==> config.mk <==
export PLATFORM = sky130hd
export DESIGN_NAME = activity_watchdog
export DESIGN_NICKNAME = d
export VERILOG_FILES = /design/src/rtl/awd_pkg.sv /design/src/rtl/awd_sync.sv /design/src/rtl/awd_edge.sv /design/src/rtl/awd_timer.sv /design/src/rtl/activity_watchdog.sv
export SDC_FILE = /design/constraint.sdc
export NUM_CORES = 1
export LEC_CHECK = 0
export CORE_AREA = 2 2 67 62
export DETAILED_ROUTE_END_ITERATION = 6
export DIE_AREA = 0 0 69 64
export PLACE_DENSITY = 0.74
export SYNTH_ARGS = -nofsm -noshare
export SYNTH_HDL_FRONTEND = slang
export SYNTH_SLANG_ARGS = --single-unit
==> constraint.sdc <==
create_clock -name clk -period 2.1 [get_ports clk]
set_input_delay 0.42 -clock clk [delete_from_list [all_inputs] [get_ports clk]]
set_output_delay 0.42 -clock clk [all_outputs]
set_load 0.02 [all_outputs]
==> src/rtl/awd_pkg.sv <==
package awd_pkg;

   // Width of a counter that must hold the values 0 .. n-1, at least one bit.
   function automatic int awd_cw(input longint unsigned n);
      int w;
      w = $clog2(n);
      if (w < 1) w = 1;
      return w;
   endfunction

   // Timeout length in clock cycles from a clock rate and a time in milliseconds.
   function automatic longint unsigned awd_cycles(input longint unsigned hz,
                                                  input longint unsigned ms);
      return (hz * ms) / 64'd1000;
   endfunction

endpackage

==> src/rtl/awd_sync.sv <==
module awd_sync #(
   parameter int STAGES = 2
) (
   input  logic clk,
   input  logic rst_n,
   input  logic d_i,
   output logic q_o
);

   logic [STAGES-1:0] chain_q;

   generate
      if (STAGES < 2) begin : g_bad_stages
         $error("awd_sync: STAGES must be at least 2");
      end
      if (STAGES == 2) begin : g_two
         always_ff @(posedge clk or negedge rst_n) begin
            if (!rst_n) chain_q <= '0;
            else        chain_q <= {chain_q[0], d_i};
         end
      end else begin : g_many
         always_ff @(posedge clk or negedge rst_n) begin
            if (!rst_n) chain_q <= '0;
            else        chain_q <= {chain_q[STAGES-2:0], d_i};
         end
      end
   endgenerate

   assign q_o = chain_q[STAGES-1];

endmodule

==> src/rtl/awd_edge.sv <==
module awd_edge (
   input  logic clk,
   input  logic rst_n,
   input  logic lvl_i,
   output logic edge_o
);

   logic last_q;

   always_ff @(posedge clk or negedge rst_n) begin
      if (!rst_n) last_q <= 1'b0;
      else        last_q <= lvl_i;
   end

   // either direction counts as activity
   assign edge_o = lvl_i ^ last_q;

endmodule

==> src/rtl/awd_timer.sv <==
module awd_timer #(
   parameter longint unsigned LIMIT = 64'd320_000_000
) (
   input  logic clk,
   input  logic rst_n,
   input  logic hold_i,
   input  logic edge_i,
   output logic expired_o
);

   localparam int CW = awd_pkg::awd_cw(LIMIT);
   localparam logic [CW-1:0] LAST = CW'(LIMIT - 64'd1);

   logic [CW-1:0] cnt_q;
   logic          exp_q;

   generate
      if (LIMIT < 64'd2) begin : g_bad_limit
         $error("awd_timer: LIMIT must be at least 2");
      end
   endgenerate

   always_ff @(posedge clk or negedge rst_n) begin
      if (!rst_n) begin
         cnt_q <= '0;
         exp_q <= 1'b0;
      end else if (hold_i || edge_i) begin
         cnt_q <= '0;
         exp_q <= 1'b0;
      end else if (!exp_q) begin
         if (cnt_q == LAST) exp_q <= 1'b1;
         else               cnt_q <= cnt_q + CW'(1);
      end
   end

   assign expired_o = exp_q;


   expire_at_limit_chk: assert property (@(posedge clk) disable iff (!rst_n)
      $rose(exp_q) |-> (cnt_q == LAST));


   clear_on_edge_chk: assert property (@(posedge clk) disable iff (!rst_n)
      edge_i |=> (cnt_q == '0 && !exp_q));


   float_hold_chk: assert property (@(posedge clk) disable iff (!rst_n)
      hold_i |=> (cnt_q == '0 && !exp_q));


   expired_sticky_chk: assert property (@(posedge clk) disable iff (!rst_n)
      (exp_q && !hold_i && !edge_i) |=> (exp_q && $stable(cnt_q)));

endmodule

==> src/rtl/activity_watchdog.sv <==
module activity_watchdog #(
   parameter longint unsigned CLK_HZ     = 64'd200_000_000,
   parameter longint unsigned TIMEOUT_MS = 64'd1600,
   parameter int              SYNC_STAGES = 2
) (
   input  logic clk,
   input  logic rst_n,
   input  logic beat_i,
   input  logic beat_float_i,
   input  logic supply_good_i,
   output logic wdt_n_o
);

   localparam longint unsigned TIMEOUT_CYCLES = awd_pkg::awd_cycles(CLK_HZ, TIMEOUT_MS);

   generate
      if (TIMEOUT_CYCLES < 64'd2) begin : g_bad_timeout
         $error("activity_watchdog: timeout must be at least 2 cycles");
      end
   endgenerate

   logic beat_s;
   logic beat_edge;
   logic timer_expired;

   awd_sync #(.STAGES(SYNC_STAGES)) u_sync (
      .clk   (clk),
      .rst_n (rst_n),
      .d_i   (beat_i),
      .q_o   (beat_s)
   );

   awd_edge u_edge (
      .clk    (clk),
      .rst_n  (rst_n),
      .lvl_i  (beat_s),
      .edge_o (beat_edge)
   );

   awd_timer #(.LIMIT(TIMEOUT_CYCLES)) u_timer (
      .clk       (clk),
      .rst_n     (rst_n),
      .hold_i    (beat_float_i),
      .edge_i    (beat_edge),
      .expired_o (timer_expired)
   );

   // supply loss overrides the timer state
   assign wdt_n_o = supply_good_i & ~timer_expired;

endmodule

**Yosys cells after proc, flatten, opt, wreduce, memory -nomap -nowiden**

Index checks and enable logic that the tools add are counted.

- Logic and storage cells: 19
- Register bits after elaboration: 33

- Muxes and demuxes: 6
- Reductions and logical operators: 2
- Equal/unequal tests: 3
- $add $sub $neg: 1
- Bitwise gates (word level): 3

Operators by type and width:

| cell | count |
|---|---|
| two-way mux 29 bit | 3 |
| adder 29 x 1 -> 29 bit, second input constant | 1 |
| equality test 29 bit, second input constant | 1 |
| two-way mux 1 bit | 3 |
| != test 2 x 1 -> 1 bit, second input constant | 1 |
| != test 2 bit, second input constant | 1 |
| AND reduction 2 bit | 1 |
| bitwise AND 1 bit | 1 |
| logical OR 1 bit | 1 |
| inverter 1 bit | 1 |
| bitwise XOR 1 bit | 1 |

**Longest topological paths before layout**

- Word-level depth: 4
- Depth in mapped cells: 6
- Mapped depth without buffers: 5

**Hierarchy**

From an unflattened synthesis, not the netlist that was laid out.

- Cells, all modules: 182
- Area, all modules: 1778.0 um^2

By module, submodules not included:

| module | instances | area an instance (um^2) | cells each |
|---|---|---|---|
| awd_timer | 1 | 1680.4 | 177 |
| awd_sync | 1 | 50.0 | 2 |
| awd_edge | 1 | 33.8 | 2 |
| activity_watchdog | 1 | 13.8 | 1 |

**Least setup slack after synthesis**

Ideal clock, no wire load.

- Path kind: reg2reg
- Start: register u_timer.cnt_q[0]
- End: register u_timer.cnt_q[9]
- Stages on the path, launching flop included: 7
- Data required time: 1.953 ns
- Path slack: 0.474 ns
- Arrival: 1.480 ns
- Cell sequence: dfrtp_1 ha_1 and3_1 and4_2 buf_4 nand4_1 o311ai_0

- Longest elaborated chain between the ends: 4
- Elaborated cells between the ends (all ways): 7
- Classes of those cells: add/sub: 1; eq/ne: 2; mux: 3; reduce/logical: 1

Ends and longest elaborated chain:

| what | RTL line | source |
|---|---|---|
| from (decl) | awd_timer.sv:14 | `logic [CW-1:0] cnt_q;` |
| from (signal assigned) | awd_timer.sv:32 | `else cnt_q <= cnt_q + CW'(1);` |
| adder 29 x 1 -> 29 bit | awd_timer.sv:32 |  |
| two-way mux 29 bit | awd_timer.sv:31 | `if (cnt_q == LAST) exp_q <= 1'b1;` |
| two-way mux 29 bit | awd_timer.sv:30 | `end else if (!exp_q) begin` |
| two-way mux 29 bit | awd_timer.sv:27 | `end else if (hold_i \|\| edge_i) begin` |

Several ways; a longest one is shown, not always the timed one. The select of a mux whose other input is x is not followed.
A chain may end at the register's enable or synchronous reset.

**Worst setup path in the final report**

- Start: input supply_good_i
- End: output wdt_n_o

- Longest elaborated chain between the ends: 1

Ends and longest elaborated chain:

| what | RTL line | source |
|---|---|---|
| from (decl) | activity_watchdog.sv:10 | `input logic supply_good_i,` |
| bitwise AND 1 bit | activity_watchdog.sv:49 | `assign wdt_n_o = supply_good_i & ~timer_expired;` |
| to (decl) | activity_watchdog.sv:11 | `output logic wdt_n_o` |

Every way passes these cells.

==> results.ini <==
[global_routing]
global_route_wire_length_before_repair_um=8310
maximum_number_of_pins_on_one_net_before_global_route_repair=34
globalRoute.totalOverflow=0
grt.total_usage_pct=23.3
via_count_of_the_first_global_routing_pass=1758
antenna_found_initial=0

[layout]
antenna_cells=0
area.growth.synth_to_final_pct=10.6
final_common_cell=sky130_fd_sc_hd__dfrtp_1
layout.cells.most_common_list=sky130_fd_sc_hd__dfrtp_1 (33), sky130_fd_sc_hd__nand3_1 (22), sky130_fd_sc_hd__nand2_1 (15)
number_of_inserted_filler_cells_in_the_final_layout=326
layout.cell_area.non_filler_sq_mm=0.00218
design.final.nets=224
fin_cells=264
postLayoutCoreUtil_pct=59.3
post_route_cells_drive_above_1_share_pct=10.6

[power_and_ir_drop]
power_switching_share_pct=23.1
p_clk_share_pct=38.4
power.combinational.fraction_pct=8.1
cell_internal_pwr_mw=0.948
seq_power_share_pct=53.5
max-vdd-ir-drop_mv=0.354
total_switching_power_mw=0.284
totalPowerFinal_mw=1.23
power.density_cell_area_mw_per_mm2=565
p_leak_nw=0.868

[setup_path]
worst_path_dominant_cell_family=buffers and inverters
worst_setup_path_end_kind=primary output
critical-path-slowest-cell=sky130_fd_sc_hd__clkdlybuf4s50_1
crit_path_max_incr_delay_ns=0.60
critical-path-top-cell-by-count=sky130_fd_sc_hd__clkdlybuf4s50_1
critical_path_required_time_ns=1.68
cp_max_fo=1
crit_chain=clkdlybuf4s50_1, nor2b_1, clkdlybuf4s50_1
timing.critical_path.arrival_ns=1.57
path_class=primary input to primary output
crit_buf_inv=2
start_kind=primary input

[clock_network]
numClockSinks=33
clockRootBuffer=sky130_fd_sc_hd__clkbuf_8
clock_tree.htree_level_count=2
ctsLongestPathBuffers=2
clkLatencyLatePin_ns=0.28
hold_buffers=0
numCtsBuffers=5
cts_tree=yes
clk_pin_slew_worst_paths_ns=0.06

[detailed_routing]
detailedRoute.firstPassIterationCount=5
dr_wl_met3_um=254
avgViaCountPerCell=6.89
drt_wl_total_um=4780
drt-initial-drc-count=158
routed_wire_length_per_instance_um=18.1
met2_wirelength_um=2220
routed-via-count=1819
detail_route.wirelength.met1_um=2230
top_layer=met4
post-route-drc-count=0
ant_nets=0

[floorplan]
ios=6
chip_width_um=69
core_sq_mm=0.00368
floorplan.initialDensity_pct=53.6
dieArea_sq_mm=0.00442
std_cell_rows=21
die_y_um=64

[placed_design]
port_buffers=5
post-dp-hpwl_um=3360
post_placement_cell_count=257
detailed_place.area_sq_mm=0.00209
routabilityCongestion=0.934

[synth]
yosys_register_bits=33
synth_area_leader_cell=sky130_fd_sc_hd__dfrtp_1
async_flop_share_pct=100
post_synthesis_average_cell_area_sq_um=9.39
synth.cell_area_sq_mm=0.00197
yosys-top-cells-area=sky130_fd_sc_hd__dfrtp_1 (42%), sky130_fd_sc_hd__nand3_1 (5.8%), sky130_fd_sc_hd__o211ai_1 (4.6%)
ys_dominant_reg_cell=sky130_fd_sc_hd__dfrtp_1
netlist.area_leader.share_pct=41.9
syn-instance-count=210
syn-num-nets=216
yosys.cell_types.count=41
synth_enable_flop_cells=0
ys_warn_count=0
sequential_to_total_area_share_from_yosys_stat_pct=41.9

[flow_run]
timing.max_cap.violations=0

[timing]
timing.max_slew.rel_slack_pct=63.2
timing.final.setup_violations=0
timing.final.crit_period_ns=1.99
layout_worst_path_cycle_share_pct=95.0
final-max-slew-violation-count=0
fin_setup_tns_ns=0
finalClockSkew_ns=0.00660
fmaxAchievable_mhz=501
hold_viol=0
rsz0062_at_grt=false
worstMarginPinSlew_ns=0.550

[hold_path]
timing.hold.worst.class=register to register

[run_status]
outcome=finished, final reports clean

## area by class of cell
class | count | area (sq um) | area share [%]
sequential | 33 | 826 | 37.9
inverter | 4 | 15.0 | 0.688
tap | 46 | 57.6 | 2.64
clock buffer | 7 | 86.3 | 3.96
timing repair buffer | 15 | 138 | 6.31
multi-input combinational | 159 | 1060 | 48.5
## metrics by stage
step,hold slack [ns],setup WS (ns)
floorplan,0.124,0.474
detailed placement,0.341,0.103
CTS,0.365,0.103
global route,0.380,0.0168
global placement,0.348,0.0914
finish,0.362,0.106
## synth_stat cells (2+ instances only)
master,number
sky130_fd_sc_hd__a31oi_1,2
sky130_fd_sc_hd__nor3_1,2
sky130_fd_sc_hd__nand4_4,2
sky130_fd_sc_hd__nor4b_1,2
sky130_fd_sc_hd__nor4_1,3
sky130_fd_sc_hd__o211ai_1,12
sky130_fd_sc_hd__nand2_1,15
sky130_fd_sc_hd__dfrtp_1,33
sky130_fd_sc_hd__o21ai_0,6
sky130_fd_sc_hd__nor3b_1,4
sky130_fd_sc_hd__o311ai_0,2
sky130_fd_sc_hd__a21oi_1,11
sky130_fd_sc_hd__nor2_1,2
sky130_fd_sc_hd__mux2i_1,5
sky130_fd_sc_hd__nor2b_1,3
sky130_fd_sc_hd__and4_2,2
sky130_fd_sc_hd__and4b_1,2
sky130_fd_sc_hd__buf_4,2
sky130_fd_sc_hd__clkbuf_1,8
sky130_fd_sc_hd__nand3_1,23
sky130_fd_sc_hd__or3_1,7
sky130_fd_sc_hd__or4_1,12
sky130_fd_sc_hd__inv_1,4
sky130_fd_sc_hd__nand4_1,11
sky130_fd_sc_hd__and4_1,4
sky130_fd_sc_hd__and3_1,8
sky130_fd_sc_hd__o31ai_1,9
## path summary, 6_finish.rpt
path / endpoint / depth (start not counted) / start / slack [ns]
max: wdt_n_o / 3 / supply_good_i / 0.11
max reg2reg: u_timer.cnt_q[11]$_DFFE_PN0P_ / 5 / u_timer.cnt_q[0]$_DFFE_PN0P_ / 0.16
min: u_sync.chain_q[1]$_DFF_PN0_ / 0 / u_sync.chain_q[0]$_DFF_PN0_ / 0.36
max in group asynchronous: u_timer.cnt_q[1]$_DFFE_PN0P_ / 2 / rst_n / 1.25
min reg2reg: u_sync.chain_q[1]$_DFF_PN0_ / 0 / u_sync.chain_q[0]$_DFF_PN0_ / 0.36
min in group asynchronous: u_timer.cnt_q[18]$_DFFE_PN0P_ / 2 / rst_n / 0.55
## per-layer routing
layer	vias up	track usage [%]
li1	845	-
met1	900	33.4
met2	63	35.1
met3	11	4.26
met4	0	9.31
met5	-	0
## registers in the layout (all words and copies together), names as in the netlist
register / cells
u_timer.cnt_q: 29
u_edge.last_q: 1
u_timer.expired_o: 1
u_sync.chain_q: 2
## cell families after synthesis
group | Yosys count | share of synthesized area, %
muxes | 5 | 2.54
and+or+nand+nor | 106 | 34.2
buffers and inverters | 18 | 4.76
DFF | 33 | 41.9
xor gates and xnor gates | 1 | 0.444
adders and majority gates | 1 | 0.634
AOI/OAI and AO/OA | 46 | 15.5
## power groups by stage
stage	Clock, mW	Combinational (mW)	Sequential (mW)
6_report	0.474	0.0997	0.659
4_1_cts	0.487	0.101	0.658
3_3_place_gp	0	0.0965	0.668
2_1_floorplan	0	0.0522	0.667
3_5_place_dp	0	0.100	0.670
5_1_grt	0.514	0.112	0.660
## timing repair
action,in CTS,in global routing
setup buffers,0,0
setup endpoints to repair,0,3
resized for setup,0,2
No activity file was read; power rests on OpenSTA's default activity.
